$ cat src/rtl/sdcmd_pkg.sv
package sdcmd_pkg;

   typedef enum logic [1:0] {SQ_IDLE, SQ_REQ, SQ_WAIT} sq_state_t;

   localparam logic [3:0] AD_CLK    = 4'd0;
   localparam logic [3:0] AD_STAT   = 4'd1;
   localparam logic [3:0] AD_CTL    = 4'd2;
   localparam logic [3:0] AD_BLKLEN = 4'd3;
   localparam logic [3:0] AD_NBLK   = 4'd4;
   localparam logic [3:0] AD_INT    = 4'd5;
   localparam logic [3:0] AD_CMD    = 4'd6;
   localparam logic [3:0] AD_ARGH   = 4'd7;
   localparam logic [3:0] AD_ARGL   = 4'd8;
   localparam logic [3:0] AD_RSP    = 4'd9;
   localparam logic [3:0] AD_CNTL   = 4'd10;
   localparam logic [3:0] AD_CNTH   = 4'd11;

   localparam int CK_STOP_B  = 0;
   localparam int CK_START_B = 1;

   localparam int ST_ACT_B    = 0;
   localparam int ST_TOUT_B   = 1;
   localparam int ST_CLKEN_B  = 8;
   localparam int ST_ENDRSP_B = 13;

   localparam int CT_DEN_B  = 2;
   localparam int CT_STOP_B = 10;

   localparam int IR_END_B    = 2;
   localparam int IR_CLKOFF_B = 4;

endpackage

$ cat src/rtl/sdcmd_fsm.sv
module sdcmd_fsm
   import sdcmd_pkg::*;
#(
   parameter int LEN_W     = 5,
   parameter int SHORT_RSP = 4,
   parameter int LONG_RSP  = 16
) (
   input  logic             clk,
   input  logic             rst_n,
   input  logic             launch,
   input  logic             abort,
   input  logic [1:0]       rtype,
   input  logic             req_ready,
   input  logic             rsp_valid,
   input  logic [LEN_W-1:0] rsp_len,
   output logic             req_valid,
   output logic             rsp_ready,
   output logic             fin_ok,
   output logic             fin_tout
);

   localparam logic [LEN_W-1:0] NEED_S = LEN_W'(SHORT_RSP);
   localparam logic [LEN_W-1:0] NEED_L = LEN_W'(LONG_RSP);

   sq_state_t        st_q;
   logic [LEN_W-1:0] need;
   logic             fin_any;

   always_comb begin
      case (rtype)
         2'd0:    need = '0;
         2'd2:    need = NEED_L;
         default: need = NEED_S;
      endcase
   end

   assign req_valid = (st_q == SQ_REQ);
   assign rsp_ready = (st_q == SQ_WAIT) && !abort && !launch;
   assign fin_any   = rsp_ready && rsp_valid;
   assign fin_ok    = fin_any && (rsp_len >= need);
   assign fin_tout  = fin_any && (rsp_len < need);

   always_ff @(posedge clk) begin
      if (!rst_n) begin
         st_q <= SQ_IDLE;
      end else if (launch) begin
         st_q <= SQ_REQ;
      end else if (abort) begin
         st_q <= SQ_IDLE;
      end else begin
         case (st_q)
            SQ_REQ:  if (req_ready) st_q <= SQ_WAIT;
            SQ_WAIT: if (rsp_valid) st_q <= SQ_IDLE;
            default: st_q <= SQ_IDLE;
         endcase
      end
   end

endmodule

$ cat src/rtl/sdcmd_rspq.sv
module sdcmd_rspq #(
   parameter int DEPTH  = 9,
   parameter int NBYTES = 16,
   parameter int LEN_W  = 5,
   parameter int PTR_W  = 4
) (
   input  logic                clk,
   input  logic                rst_n,
   input  logic                load,
   input  logic [LEN_W-1:0]    len,
   input  logic [NBYTES*8-1:0] bytes,
   input  logic                pop,
   output logic [15:0]         head,
   output logic [PTR_W-1:0]    ptr
);

   localparam int IDX_W = (DEPTH > 1) ? $clog2(DEPTH) : 1;

   logic [15:0] mem [DEPTH];
   logic [15:0] packed_w [DEPTH];

   for (genvar k = 0; k < DEPTH; k++) begin : g_pack
      if (2 * k + 1 < NBYTES) begin : g_full
         assign packed_w[k][7:0]  = (len > LEN_W'(2 * k))     ? bytes[(2*k)*8 +: 8]   : 8'h00;
         assign packed_w[k][15:8] = (len > LEN_W'(2 * k + 1)) ? bytes[(2*k+1)*8 +: 8] : 8'h00;
      end else if (2 * k < NBYTES) begin : g_half
         assign packed_w[k][7:0]  = (len > LEN_W'(2 * k)) ? bytes[(2*k)*8 +: 8] : 8'h00;
         assign packed_w[k][15:8] = 8'h00;
      end else begin : g_none
         assign packed_w[k] = 16'h0000;
      end
   end

   assign head = (ptr < PTR_W'(DEPTH)) ? mem[ptr[IDX_W-1:0]] : 16'h0000;

   always_ff @(posedge clk) begin
      if (!rst_n) begin
         ptr <= '0;
         for (int k = 0; k < DEPTH; k++) mem[k] <= '0;
      end else if (load) begin
         ptr <= '0;
         for (int k = 0; k < DEPTH; k++) mem[k] <= packed_w[k];
      end else if (pop && (ptr < PTR_W'(DEPTH))) begin
         ptr <= ptr + 1'b1;
      end
   end

endmodule

$ cat src/rtl/sdcmd_seq.sv
module sdcmd_seq
   import sdcmd_pkg::*;
#(
   parameter int CMD_W     = 6,
   parameter int RSP_BYTES = 16,
   parameter int RSPQ_DEPTH = 9,
   parameter int SHORT_RSP = 4,
   parameter int BLKLEN_W  = 12,
   parameter int NBLK_W    = 16,
   parameter int CTL_W     = 14,
   parameter logic [CTL_W-1:0] CTL_MASK = 14'h3dff,
   localparam int LEN_W    = $clog2(RSP_BYTES + 1),
   localparam int CNT_W    = BLKLEN_W + NBLK_W,
   localparam int PTR_W    = $clog2(RSPQ_DEPTH + 1)
) (
   input  logic                   clk,
   input  logic                   rst_n,
   input  logic                   wr_en,
   input  logic                   rd_en,
   input  logic [3:0]             addr,
   input  logic [15:0]            wdata,
   output logic [15:0]            rdata,
   output logic                   card_req_valid,
   input  logic                   card_req_ready,
   output logic [CMD_W-1:0]       card_cmd,
   output logic [31:0]            card_arg,
   input  logic                   card_rsp_valid,
   output logic                   card_rsp_ready,
   input  logic [LEN_W-1:0]       card_rsp_len,
   input  logic [RSP_BYTES*8-1:0] card_rsp_data
);

   if (RSPQ_DEPTH * 2 < RSP_BYTES) begin : g_bad_depth
      $error("response queue too shallow for the longest response");
   end
   if (CNT_W > 32) begin : g_bad_cnt
      $error("byte counter exceeds its two readout halves");
   end
   if (CMD_W > 6 || CTL_W > 16 || BLKLEN_W > 16 || NBLK_W > 16) begin : g_bad_w
      $error("register field wider than the host data path");
   end

   logic                clk_en_q, pend_q, active_q, tout_q, endrsp_q;
   logic                int_end_q, int_clkoff_q;
   logic [CTL_W-1:0]    ctl_q;
   logic [BLKLEN_W-1:0] blklen_q;
   logic [NBLK_W-1:0]   nblk_q;
   logic [CMD_W-1:0]    cmd_q;
   logic [31:0]         arg_q;
   logic [CNT_W-1:0]    cnt_q;

   logic wr_clk, wr_ctl, ck_start, ck_stop, ctl_go;
   logic launch, abort, fin_ok, fin_tout, pop;
   logic [15:0]      q_head;
   logic [PTR_W-1:0] q_ptr;
   logic [31:0]      cnt32;

   assign wr_clk   = wr_en && (addr == AD_CLK);
   assign wr_ctl   = wr_en && (addr == AD_CTL);
   assign ck_start = wr_clk && wdata[CK_START_B] && !wdata[CK_STOP_B];
   assign ck_stop  = wr_clk && wdata[CK_STOP_B];
   assign ctl_go   = wr_ctl && !wdata[CT_STOP_B];
   assign launch   = (ctl_go && clk_en_q) ||
                     (ck_start && pend_q && !ctl_q[CT_STOP_B]);
   assign abort    = wr_ctl || ck_stop;
   assign pop      = rd_en && (addr == AD_RSP);

   sdcmd_fsm #(
      .LEN_W     (LEN_W),
      .SHORT_RSP (SHORT_RSP),
      .LONG_RSP  (RSP_BYTES)
   ) u_fsm (
      .clk       (clk),
      .rst_n     (rst_n),
      .launch    (launch),
      .abort     (abort),
      .rtype     (ctl_q[1:0]),
      .req_ready (card_req_ready),
      .rsp_valid (card_rsp_valid),
      .rsp_len   (card_rsp_len),
      .req_valid (card_req_valid),
      .rsp_ready (card_rsp_ready),
      .fin_ok    (fin_ok),
      .fin_tout  (fin_tout)
   );

   sdcmd_rspq #(
      .DEPTH  (RSPQ_DEPTH),
      .NBYTES (RSP_BYTES),
      .LEN_W  (LEN_W),
      .PTR_W  (PTR_W)
   ) u_rspq (
      .clk   (clk),
      .rst_n (rst_n),
      .load  (fin_ok || fin_tout),
      .len   (fin_ok ? card_rsp_len : '0),
      .bytes (card_rsp_data),
      .pop   (pop),
      .head  (q_head),
      .ptr   (q_ptr)
   );

   always_ff @(posedge clk) begin
      if (!rst_n) begin
         clk_en_q     <= 1'b0;
         pend_q       <= 1'b0;
         active_q     <= 1'b0;
         tout_q       <= 1'b0;
         endrsp_q     <= 1'b0;
         int_end_q    <= 1'b0;
         int_clkoff_q <= 1'b0;
         ctl_q        <= '0;
         blklen_q     <= '0;
         nblk_q       <= '0;
         cmd_q        <= '0;
         arg_q        <= '0;
         cnt_q        <= '0;
      end else begin
         if (wr_en) begin
            case (addr)
               AD_CTL:    ctl_q    <= wdata[CTL_W-1:0] & CTL_MASK;
               AD_BLKLEN: blklen_q <= wdata[BLKLEN_W-1:0];
               AD_NBLK:   nblk_q   <= wdata[NBLK_W-1:0];
               AD_CMD:    cmd_q    <= wdata[CMD_W-1:0];
               AD_ARGH:   arg_q[31:16] <= wdata;
               AD_ARGL:   arg_q[15:0]  <= wdata;
               default: ;
            endcase
         end

         if (ck_stop) begin
            clk_en_q     <= 1'b0;
            int_clkoff_q <= 1'b1;
         end else if (ck_start) begin
            clk_en_q     <= 1'b1;
            int_clkoff_q <= 1'b0;
         end

         if (launch)      pend_q <= 1'b0;
         else if (wr_ctl) pend_q <= 1'b1;

         if (launch)        active_q <= 1'b1;
         else if (abort)    active_q <= 1'b0;
         else if (fin_tout) active_q <= 1'b0;
         else if (fin_ok && !ctl_q[CT_DEN_B]) active_q <= 1'b0;

         if (launch || ctl_go) begin
            tout_q   <= 1'b0;
            endrsp_q <= 1'b0;
         end else begin
            if (fin_tout) tout_q   <= 1'b1;
            if (fin_ok)   endrsp_q <= 1'b1;
         end

         if (fin_ok || fin_tout) int_end_q <= 1'b1;

         if (fin_ok && ctl_q[CT_DEN_B]) cnt_q <= CNT_W'(nblk_q) * CNT_W'(blklen_q);
      end
   end

   assign card_cmd = cmd_q;
   assign card_arg = arg_q;
   assign cnt32    = 32'(cnt_q);

   always_comb begin
      rdata = 16'h0000;
      case (addr)
         AD_STAT: begin
            rdata[ST_ACT_B]    = active_q;
            rdata[ST_TOUT_B]   = tout_q;
            rdata[ST_CLKEN_B]  = clk_en_q;
            rdata[ST_ENDRSP_B] = endrsp_q;
         end
         AD_CTL:    rdata = 16'(ctl_q);
         AD_BLKLEN: rdata = 16'(blklen_q);
         AD_NBLK:   rdata = 16'(nblk_q);
         AD_INT: begin
            rdata[IR_END_B]    = int_end_q;
            rdata[IR_CLKOFF_B] = int_clkoff_q;
         end
         AD_CMD:    rdata = 16'(cmd_q) | 16'h0040;
         AD_ARGH:   rdata = arg_q[31:16];
         AD_ARGL:   rdata = arg_q[15:0];
         AD_RSP:    rdata = q_head;
         AD_CNTL:   rdata = cnt32[15:0];
         AD_CNTH:   rdata = cnt32[31:16];
         default:   rdata = 16'h0000;
      endcase
   end

endmodule

$ cat config.mk
export PLATFORM = sky130hd
export DESIGN_NAME = sdcmd_seq
export DESIGN_NICKNAME = d
export VERILOG_FILES = /design/src/rtl/sdcmd_pkg.sv /design/src/rtl/sdcmd_fsm.sv /design/src/rtl/sdcmd_rspq.sv /design/src/rtl/sdcmd_seq.sv
export SDC_FILE = /design/constraint.sdc
export NUM_CORES = 1
export LEC_CHECK = 0
export ABC_CLOCK_PERIOD_IN_PS = 9030
export BUFFER_PORTS_ARGS = -buffer_cell sky130_fd_sc_hd__clkbuf_2
export CAP_MARGIN = 10
export CELL_PAD_IN_SITES_DETAIL_PLACEMENT = 2
export CELL_PAD_IN_SITES_GLOBAL_PLACEMENT = 2
export CORE_MARGIN = 4
export CORE_UTILIZATION = 34
export DETAILED_ROUTE_END_ITERATION = 6
export GPL_TIMING_DRIVEN = 0
export PLACE_DENSITY_LB_ADDON = 0.08
export SLEW_MARGIN = 0
export SYNTH_ARGS = -nofsm -noshare
export SYNTH_HDL_FRONTEND = slang
export SYNTH_SLANG_ARGS = --single-unit
$ cat constraint.sdc
create_clock -name clk -period 9.03 [get_ports clk]
set_clock_uncertainty 0.15 [all_clocks]
set_input_delay 1.806 -clock clk [delete_from_list [all_inputs] [get_ports clk]]
set_output_delay 1.806 -clock clk [all_outputs]
set_load 0.02 [all_outputs]
# --- Word-level counts from Yosys, hierarchy flattened ---
# Memory sizes are Yosys's and may differ from the RTL's. A register that Yosys moved wholly into a read port is not among the register bits.
# Cells that the tools add are included.
totals:
  reg_bits: 120
  latchBits: 0
  ram_bits: 144
  romBits: 0
  inputBits: 159
  elab_cells: 166
  n_memories: 1
classes:
  n_addsub: 1
  n_mul: 1
  n_div: 0
  magnitude_cmp: 19
  n_eq_ne: 18
  n_shift: 0
  muxes: 54
  n_bitwise: 10
  n_reduce_logical: 45
memory_table:
  columns: ["name", "words", "word_bits", "rd", "rd_clocked_by_memory_dff", "write_ports", "line", "source"]
  rows:
  - ["u_rspq.mem", 9, 16, 1, 1, 9, "sdcmd_rspq.sv:19", "logic [15:0] mem [DEPTH];"]
op_table:
  columns: ["operator", "count"]
  rows:
  - ["$mux W16", 10]
  - ["$mux W8", 16]
  - ["$gt A5 B4 Y1 const B", 8]
  - ["$pmux W4 S8", 1]
  - ["$mul A16 B12 Y28", 1]
  - ["$pmux W3 S9", 1]
  - ["$gt A5 B3 Y1 const B", 4]
  - ["$pmux W1 S10", 2]
  - ["$pmux W2 S10", 1]
  - ["$logic_and A1 B1 Y1", 18]
  - ["$pmux W1 S9", 2]
  - ["$eq A4 B3 Y1 const B", 4]
  - ["$eq A4 B4 Y1 const B", 4]
  - ["$reduce_and A2 Y1", 8]
  - ["$mux W1", 12]
  - ["$gt A5 B1 Y1 const B", 2]
  - ["$gt A5 B2 Y1 const B", 2]
  - ["$pmux W2 S5", 1]
  - ["$pmux W5 S2", 1]
  - ["$or A1 B1 Y1", 9]
  - ["$eq A4 B2 Y1 const B", 2]
  - ["$mux W4", 2]
  - ["$reduce_or A2 Y1", 4]
  - ["$pmux W1 S7", 1]
  - ["22 further kinds", 32]

# --- Longest topological paths before layout ---
# Gate-level depths: netlist of run 1.
depth:
  depth_word: 16
  mapped_depth: 20

# --- Modules after synthesis ---
# A second synthesis of run 1 with hierarchy kept.
hier_totals:
  hier_cells: 1864
  area_unflattened_um2: 17991.0
by_module_without_submodules:
  columns: ["module", "instances", "cells_per_inst", "area_per_inst_um2", "seq_area_each_um2"]
  rows:
  - ["sdcmd_seq", 1, 1427, 11561.1, 2282.2]
  - ["sdcmd_rspq", 1, 417, 6228.5, 4003.8]
  - ["sdcmd_fsm", 1, 20, 201.4, 40.0]

# --- Least setup slack after synthesis of run 1 ---
# OpenSTA, ideal clock, no wires.
synth_path:
  kind: "input -> register"
  startpoint: "input wdata[1]"
  endpoint: "memory u_rspq.mem[0][0], enable pin"
  setup_time_ns: 0.639
  arrival_ns: 8.256
  t_required_ns: 8.241
  setup_slack_ns: -0.015
  stages: 4
  path_buffers: 1
  path_cell_list: "buf_2 -> nor4bb_4 -> o311a_1 -> o21ai_1"
synth_rtl:
  columns: ["item", "line", "source"]
  rows:
  - ["from (decl)", "sdcmd_seq.sv:21", "input logic [15:0] wdata,"]
  - ["to (decl)", "sdcmd_rspq.sv:19", null]

# --- Worst setup path in the final report of run 1 ---
layout_path:
  startpoint: "register blklen_q[4]"
  endpoint: "register cnt_q[25]"
layout_between:
  elab_chain_len: 1
layout_lines:
  columns: ["item", "line", "source"]
  rows:
  - ["from (decl)", "sdcmd_seq.sv:46", "logic [BLKLEN_W-1:0] blklen_q;"]
  - ["from (signal assigned)", "sdcmd_seq.sv:122", "AD_BLKLEN: blklen_q <= wdata[BLKLEN_W-1:0];"]
  - ["$mul A16 B12 Y28", "sdcmd_seq.sv:157", "if (fin_ok && ctl_q[CT_DEN_B]) cnt_q <= CNT_W'(nblk_q) * CNT_W'(blklen_q);"]
  - ["to (signal assigned)", "sdcmd_seq.sv:157", null]
  - ["to (decl)", "sdcmd_seq.sv:50", "logic [CNT_W-1:0] cnt_q;"]
# No other way between the ends.
# A chain may end at the register's enable or synchronous reset.

==> results.txt, run 1 <==
The fraction of the core area covered by cells at the end of the flow was 0.403. The path category of the worst min-delay check was flop to flop. For the leakage power total, the log shows 8.86 nW. In this design, the critical path's most frequently occurring cell is sky130_fd_sc_hd__fa_1. The tools report the count of clock tree sinks as 252.

For the worst-skew pair, the clock arrives at the later sink with an insertion delay of 0.59 ns. The tools report the CTS H-tree depth as 1. The first global-routing pass estimated 105000 um of wire.

In the post-route analysis, the smallest setup slack over all paths is 2.10 ns. Averaged over all synthesized cells, the footprint is 9.83 um^2. Gates resized during post-CTS repair numbered 0. The cell family contributing the most delay on the critical path is adder cells. The run finished with clean final reports.

The Yosys step of the flow raised 0 warnings. The final layout contains routed wiring with a total length of 70200 um. Slowest stage cell on the critical path: sky130_fd_sc_hd__clkbuf_1. The area overhead of the layout relative to synthesis came out at 16.6%. Post-synthesis adder-cell area fraction: 0.209. For the number of top-level pins, the log shows 215. The number of buffers and inverters on the critical path is 5, and the number of nets at the end of the flow is 2438. Setup repair after global routing left no endpoint under its margin.

For the post-synthesis cell type count, the log shows 69. The analysis attributes to net switching a power of 0.641 mW. Number of global-route vias before repair: 16400. The clock-pin slew of the registers on the worst-case setup and hold paths was 0.06 ns; the detailed-route vias per instance was 5.26. The post-synthesis share of cell area spent on xor and xnor gates was 0.00588; the post-synthesis sequential element count was 252. The fraction of final layout cells sized beyond drive strength 1 came out at 0.161. The starting density of the core came out at 0.345. The first detailed-routing pass took 6 iterations. Once detail routing completed, the nets flagged for antenna violations numbered 0. The share of synthesized area spent on multiplexers is 0.0644, and the actual slew at the worst max-slew pin is 1.15 ns. The wire-length estimate of the detail-placed layout is 55500 um. The critical path class is flop to flop.

The first routing iteration left 980 violations. The run gives 0 as the hold buffer count at CTS. The run gives 31 as the total clock buffers created by CTS. From left edge to right edge, the die measures 237 um. The gate count of the mapped netlist was 1818; the fmax was 144 MHz. The count of flip-flops with a built-in enable after synthesis came out at 128. The routed length per placed instance is 25.4 um.

The sum of negative setup slack was 0 ns; the minimum hold slack was 0.322 ns. The switching part of the total is 0.245, and the largest net degree at the start of global routing is 33. The die covers 56300 um^2. The run gives 1.98 mW as the internal power contribution.

Power spread over the standard cell area amounts to 126 nW/um^2. The site row count was 83. For this run, the slowest stage of the critical path takes 0.79 ns. Data arrives at the worst endpoint at 7.28 ns. The tools report the share of the yosys chip area belonging to registers as 0.354. The core region area is 51700 um^2, and the power share of the combinational group is 0.069.

The most common cell after layout, fill and taps aside was sky130_fd_sc_hd__nand2_1. Remaining routing DRC violations: 0. For the finished layout, the period the worst path requires is 6.93 ns. At the placement stage, the worst setup path has a slack of 2.10 ns.

The clock passes through at most 3 buffers. The count of final setup violators was 0. Along the worst path, the maximum fanout reaches 10.

The final cycle utilization of the critical path works out to 0.767. The count of input and output buffers was 210; the overall fraction of global-route tracks in use was 0.247. The run gives 5 as the number of antenna violations at the first check in global routing. The tree is rooted in a sky130_fd_sc_hd__clkbuf_16. The congestion estimate from routability-driven global placement came to 0.899. For the worst setup path, the data required time is 9.38 ns. Across all layers, the routed design uses 14600 vias. TritonCTS built the clock tree. Share of the synthesized area in compound gates (AO/OA/AOI/OAI): 0.113. The run gives 0.472 as the share of power burned in registers. The die extent in y was 237 um; the async set-or-reset flop fraction in the synthesized netlist was 0. The worst relative slew slack is 0.224. The signal on the critical path passes through clkbuf_1, clkbuf_1, nand2_1, fa_1, fa_1, inv_1, fa_1, fa_1, inv_1, fa_1, inv_1, ha_1, a211oi_1, nor2_1, o41ai_2, a21oi_1, o31a_1, o31ai_1.

The proportion of power drawn by the clock network was 0.459; the largest voltage drop on the vdd net was 0.158 mV. The worst setup path is captured at a flop. Area share of and/or/nand/nor cells after synthesis: 0.190. The run gives 0 as the final hold violation count. The count of final max-slew check failures was 0.

STA classifies the critical path startpoint as a flop. When the netlist entered floorplanning its net count stood at 2191. The number of setup buffers added after CTS is 0.

In the layout the commonest cells are 350 x sky130_fd_sc_hd__nand2_1, 213 x sky130_fd_sc_hd__and2_1, 211 x sky130_fd_sc_hd__clkbuf_2. The cell area that synthesis handed to floorplanning was 17900 um^2. The tool flagged a number of max-cap violations equal to 0. The main combinational cell family by area after synthesis was adder cells. The most used flip-flop cell after synthesis is sky130_fd_sc_hd__edfxtp_1.

The overflow left after global routing was 0.
## flip-flops by register name, summed over array words and instances, names as in the netlist, named ones only
signal        flops
active_q          1
blklen_q         12
card_arg         32
card_cmd          6
clk_en_q          1
cnt_q            28
ctl_q            13
endrsp_q          1
int_clkoff_q      1
int_end_q         1
nblk_q           16
pend_q            1
tout_q            1
u_fsm.st_q        2
u_rspq.mem      128
u_rspq.ptr        4
## cell usage after synthesis, drive strengths merged, types with 19 or more instances
| master | number | area, um^2 |
|---|---|---|
| nand2 | 351 | 1320 |
| and2 | 214 | 1340 |
| nor2 | 33 | 124 |
| o21ai | 31 | 155 |
| dfxtp | 124 | 2480 |
| a21oi | 39 | 195 |
| clkbuf | 93 | 350 |
| mux2 | 23 | 259 |
| a22oi | 19 | 143 |
| a21boi | 91 | 706 |
| ha | 74 | 926 |
| mux4 | 32 | 721 |
| nand3 | 25 | 125 |
| fa | 140 | 2800 |
| edfxtp | 128 | 3840 |
| inv | 185 | 694 |
## path summary, 6_finish.rpt
kind | endpoint | slack [ns] | cells past startpoint | start
max | cnt_q[25] | 2.10 | 18 | blklen_q[4]
min | ctl_q[3] | 0.32 | 2 | ctl_q[3]
max reg2reg | cnt_q[25] | 2.10 | 18 | blklen_q[4]
min reg2reg | ctl_q[3] | 0.32 | 2 | ctl_q[3]
## worst register-to-register path: cells and delay by family (launching register included)
family	cells	cell delay [ns]
compound gates	5	1.67
flops	1	0.30
fa+ha+maj	6	2.98
buf+inv	5	1.45
simple gates	2	0.27
## metal layers
metal	global-route usage	vias to the layer above	wire length, um
met5	0	-	54
met4	0.0628	6	1960
met3	0.0333	99	3440
met2	0.429	357	34500
met1	0.326	7522	30200
li1	-	6574	-
## cells by family (layout without fill, tap and decap cells)
logic type      Yosys count  in the layout
flops                   252            252
xor+xnor                 12             12
buf+inv                 293            561
other cells               0              3
compound gates          279            279
fa+ha+maj               214            214
simple gates            696            696
mux                      72             72
## through the flow
step	power, mW	instances	cell area, um^2
after detailed placement	1.44	2712	19900
final	2.62	2769	20800
after CTS	2.65	2766	20800
after global routing	2.72	2766	20800
after floorplan	1.34	1818	17900
after global placement	1.43	2708	19800
## final cells by class
type,count,area [um^2]
Sequential cell,252,6330
Clock inverter,13,111
Multi-Input combinational cell,1273,10400
Buffer,108,438
Fill cell,5659,30900
Antenna cell,3,7.51
Tap cell,680,851
Inverter,185,694
Clock buffer,41,853
Timing Repair Buffer,214,1140
## power by group through the flow
stage,registers (mW),logic (mW),clock network (mW)
detailed placement,1.26,0.180,0
finish,1.24,0.180,1.20
global route,1.24,0.193,1.28
CTS,1.24,0.181,1.23
global placement,1.26,0.171,0
floorplan,1.26,0.0772,0
Power figures use the tool's default switching activity.
==> run 2, diff against run 1 <==
Settings changed: ABC_CLOCK_PERIOD_IN_PS 9030 to 6950, CORE_UTILIZATION 34 to 38.
Clock period 9.03 ns to 6.95 ns, I/O delays scaled along.
==> run 2 against run 1 <==
- count of clock-buffer cells in the layout decreased by 3
- sequential power increased by 30%
- power increased by 25%
- non-clock buffer count decreased by 2
- die area decreased by 10%
- setup slack got worse by 1.8 ns
- global-route usage increased by 2.5 points
- via count increased by 1.2%
- clock power increased by 20%
- utilization increased by 4.1 points
- sequential cell count unchanged
- sequential share of layout area increased by 0.25 points
==> results.txt, run 2 (synthesized netlist as in run 1, its figures left out) <==
The run gives 0 as the count of final max-slew check failures. For this design the total switching power over the nets is 0.801 mW. The total setup buffers inserted after CTS is 0, and the overflow left after global routing is 0.

The hold buffer count at CTS came out at 0. The maximum fanout count along the critical path works out to 10. The critical path class is flop to flop. Max-cap violations in this run came to 0.

The library cells used most frequently in the layout, excluding fill and tap cells, are 350 x sky130_fd_sc_hd__nand2_1, 213 x sky130_fd_sc_hd__and2_1, 212 x sky130_fd_sc_hd__clkbuf_2. The proportion of power drawn by the clock network is 0.439, and the setup slack of the critical path after layout is 0.315 ns. In this run, the number of DRC markers left after iteration 0 of detailed routing was 977. The most common cell after layout, fill and taps aside is sky130_fd_sc_hd__nand2_1. The first detailed-routing pass ran for 6 iterations.

Starting density of the core: 0.384. The fraction of final layout cells sized beyond drive strength 1 came out at 0.161. The die outline area is 50500 um^2, and the count of input and output buffers is 210. For the total power after layout, the log shows 3.29 mW. The worst hold path passes through 2 cells.

In this run the remaining antenna-violating nets after routing total 0. The worst relative slew slack came out at 0.311. The count of clock tree sinks was 252. The logs give 0 ns for the sum of negative setup slack and 79 for the site row count.

The run gives 1 as the CTS H-tree depth. Detailed placement ended at an HPWL of 54900 um. After detailed routing, the number of remaining DRC violations is 0. For the fraction of the core area covered by cells at the end of the flow, the log shows 0.444.

The min-delay analysis places its worst path in the category flop to flop. In this run the clock root is driven by a sky130_fd_sc_hd__clkbuf_16. TritonCTS built the clock tree. The total clock buffers created by CTS is 29, and the number of global-route vias before repair is 16600.

The largest voltage drop on the vdd net was 0.172 mV; the width of the die was 225 um. Prior to clock tree synthesis, the placed netlist has a worst setup slack of -0.0416 ns. STA puts the critical path data arrival time at 6.93 ns. From bottom edge to top edge, the die measures 225 um. At the worst endpoint, the required time is 7.24 ns.

After clock tree synthesis, the clock-pin slew on the worst setup and hold paths is 0.06 ns. Internal power contribution: 2.49 mW. The overall fraction of global-route tracks in use was 0.271. The startpoint type of the worst setup path is a flop. The power share of the combinational group is 0.071.

After detailed routing, the average wire length per cell comes to 25.9 um. The register with the most flip-flops in the final layout is u_rspq.mem. Dividing total power by cell area gives a power density of 159 nW/um^2. STA classifies the critical path endpoint as a flop. The final hold violation count is 0, and the maximum buffer depth of the clock tree is 3. For the pin with the worst max-slew slack, the measured transition is 1.03 ns. The number of buffers and inverters on the critical path is 3. Compared with the post-synthesis result, the final layout area differs by 15.7%. The run gives 0.58 ns as the latest clock arrival within the worst-skew pair. Setup repair after global routing left no endpoint under its margin. For this design the top-level I/O count stands at 215. The number of flip-flops in the largest register was 128. For the final estimated routing congestion in global placement, the log shows 0.871. The logs give 0 for the count of final setup violators and 1 for the number of antenna violations at the first check in global routing. Static timing analysis puts the maximum clock frequency at 151 MHz. Summing over every cut layer, the via total after detailed routing is 14700.

The switching part of the total is 0.244, and the first-pass GRT wire length is 104000 um. The cell family with the largest share of critical-path delay was adder cells. The region available for standard cell placement spans 46600 um^2. The depth of the critical timing path with buffers and inverters included was 16. The delay contributed by the slowest stage of the critical path is 0.80 ns, and the final critical path time including I/O delays and setup is 6.64 ns. The detailed-route vias per instance is 5.48, and the number of nets at the end of the flow is 2434.

The critical path goes through clkbuf_1, and2_1, fa_1, fa_1, fa_1, fa_1, inv_1, fa_1, inv_1, ha_1, and3_1, o21ai_0, a211oi_1, o21ai_0, a211oi_1, o31ai_1. The final layout contains routed wiring with a total length of 69600 um. Final cycle utilization of the critical path: 0.955. For this design, the slowest cell found on the critical path is sky130_fd_sc_hd__dfxtp_1. By instance count, the cell type seen most on the critical path is sky130_fd_sc_hd__fa_1.

The run finished with clean final reports. The analysis attributes to cell leakage a power of 8.85 nW. The length in cells of the worst reg-to-reg path came out at 16. The logs give 0.490 for the share of power burned in registers and 34 for the largest net degree at the start of global routing.
==> run 2: changes by cell type in the layout (fill, tap and decap cells not counted), sizes merged <==
cell	before	now
buf	19	20
clkinv	7	8
bufinv	1	0
diode	3	1
clkbuf	344	338
clkinvlp	2	0
inv	188	186
==> run 2: layer usage <==
layer	global-route usage	routed length, um	up-vias
met4	0.0706	1880	2
met1	0.346	28900	7654
met3	0.0492	4140	99
li1	-	-	6553
met2	0.477	34700	418
met5	0	12	-
==> run 2: per-stage QoR <==
stage	instance area, um^2	hold WS [ns]	cells
4_1_cts	20700	0.322	2685
3_5_place_dp	19800	0.314	2640
2_1_floorplan	17900	0.285	1818
6_report	20700	0.320	2685
5_1_grt	20700	0.347	2684
3_3_place_gp	19700	0.302	2635
==> run 2: final cells by class <==
type / count / area, um^2
Timing Repair Buffer: 215 / 1170
Buffer: 105 / 428
Inverter: 185 / 694
Sequential cell: 252 / 6330
Antenna cell: 1 / 2.50
Multi-Input combinational cell: 1273 / 10400
Clock buffer: 38 / 810
Fill cell: 4988 / 25900
Tap cell: 607 / 759
Clock inverter: 9 / 55.1
==> run 2: worst paths after layout <==
check / to / startpoint / slack, ns
setup / recovery: cnt_q[26] / blklen_q[7] / 0.31
hold / removal: cnt_q[3] / cnt_q[3] / 0.32
setup reg to reg: cnt_q[26] / blklen_q[7] / 0.31
hold reg to reg: cnt_q[3] / cnt_q[3] / 0.32
==> run 2: tightest hold or removal path: stages (launching register included) <==
cell                       delay [ns]
sky130_fd_sc_hd__dfxtp_1         0.31
sky130_fd_sc_hd__nand2_1         0.05
sky130_fd_sc_hd__a21boi_0        0.06
==> run 2: power groups by stage <==
stage	Clock, mW	Sequential (mW)	Combinational, mW
after floorplan	0	1.64	0.100
after detailed placement	0	1.64	0.233
after CTS	1.46	1.61	0.234
after global routing	1.53	1.61	0.250
final	1.44	1.61	0.235
after global placement	0	1.64	0.218
==> run 2: repair_timing <==
action / 4_1_cts / 5_1_grt
endpoints found under the hold margin: 0 / 0
gates resized for setup: 0 / 5
setup endpoints to repair: 3 / 8
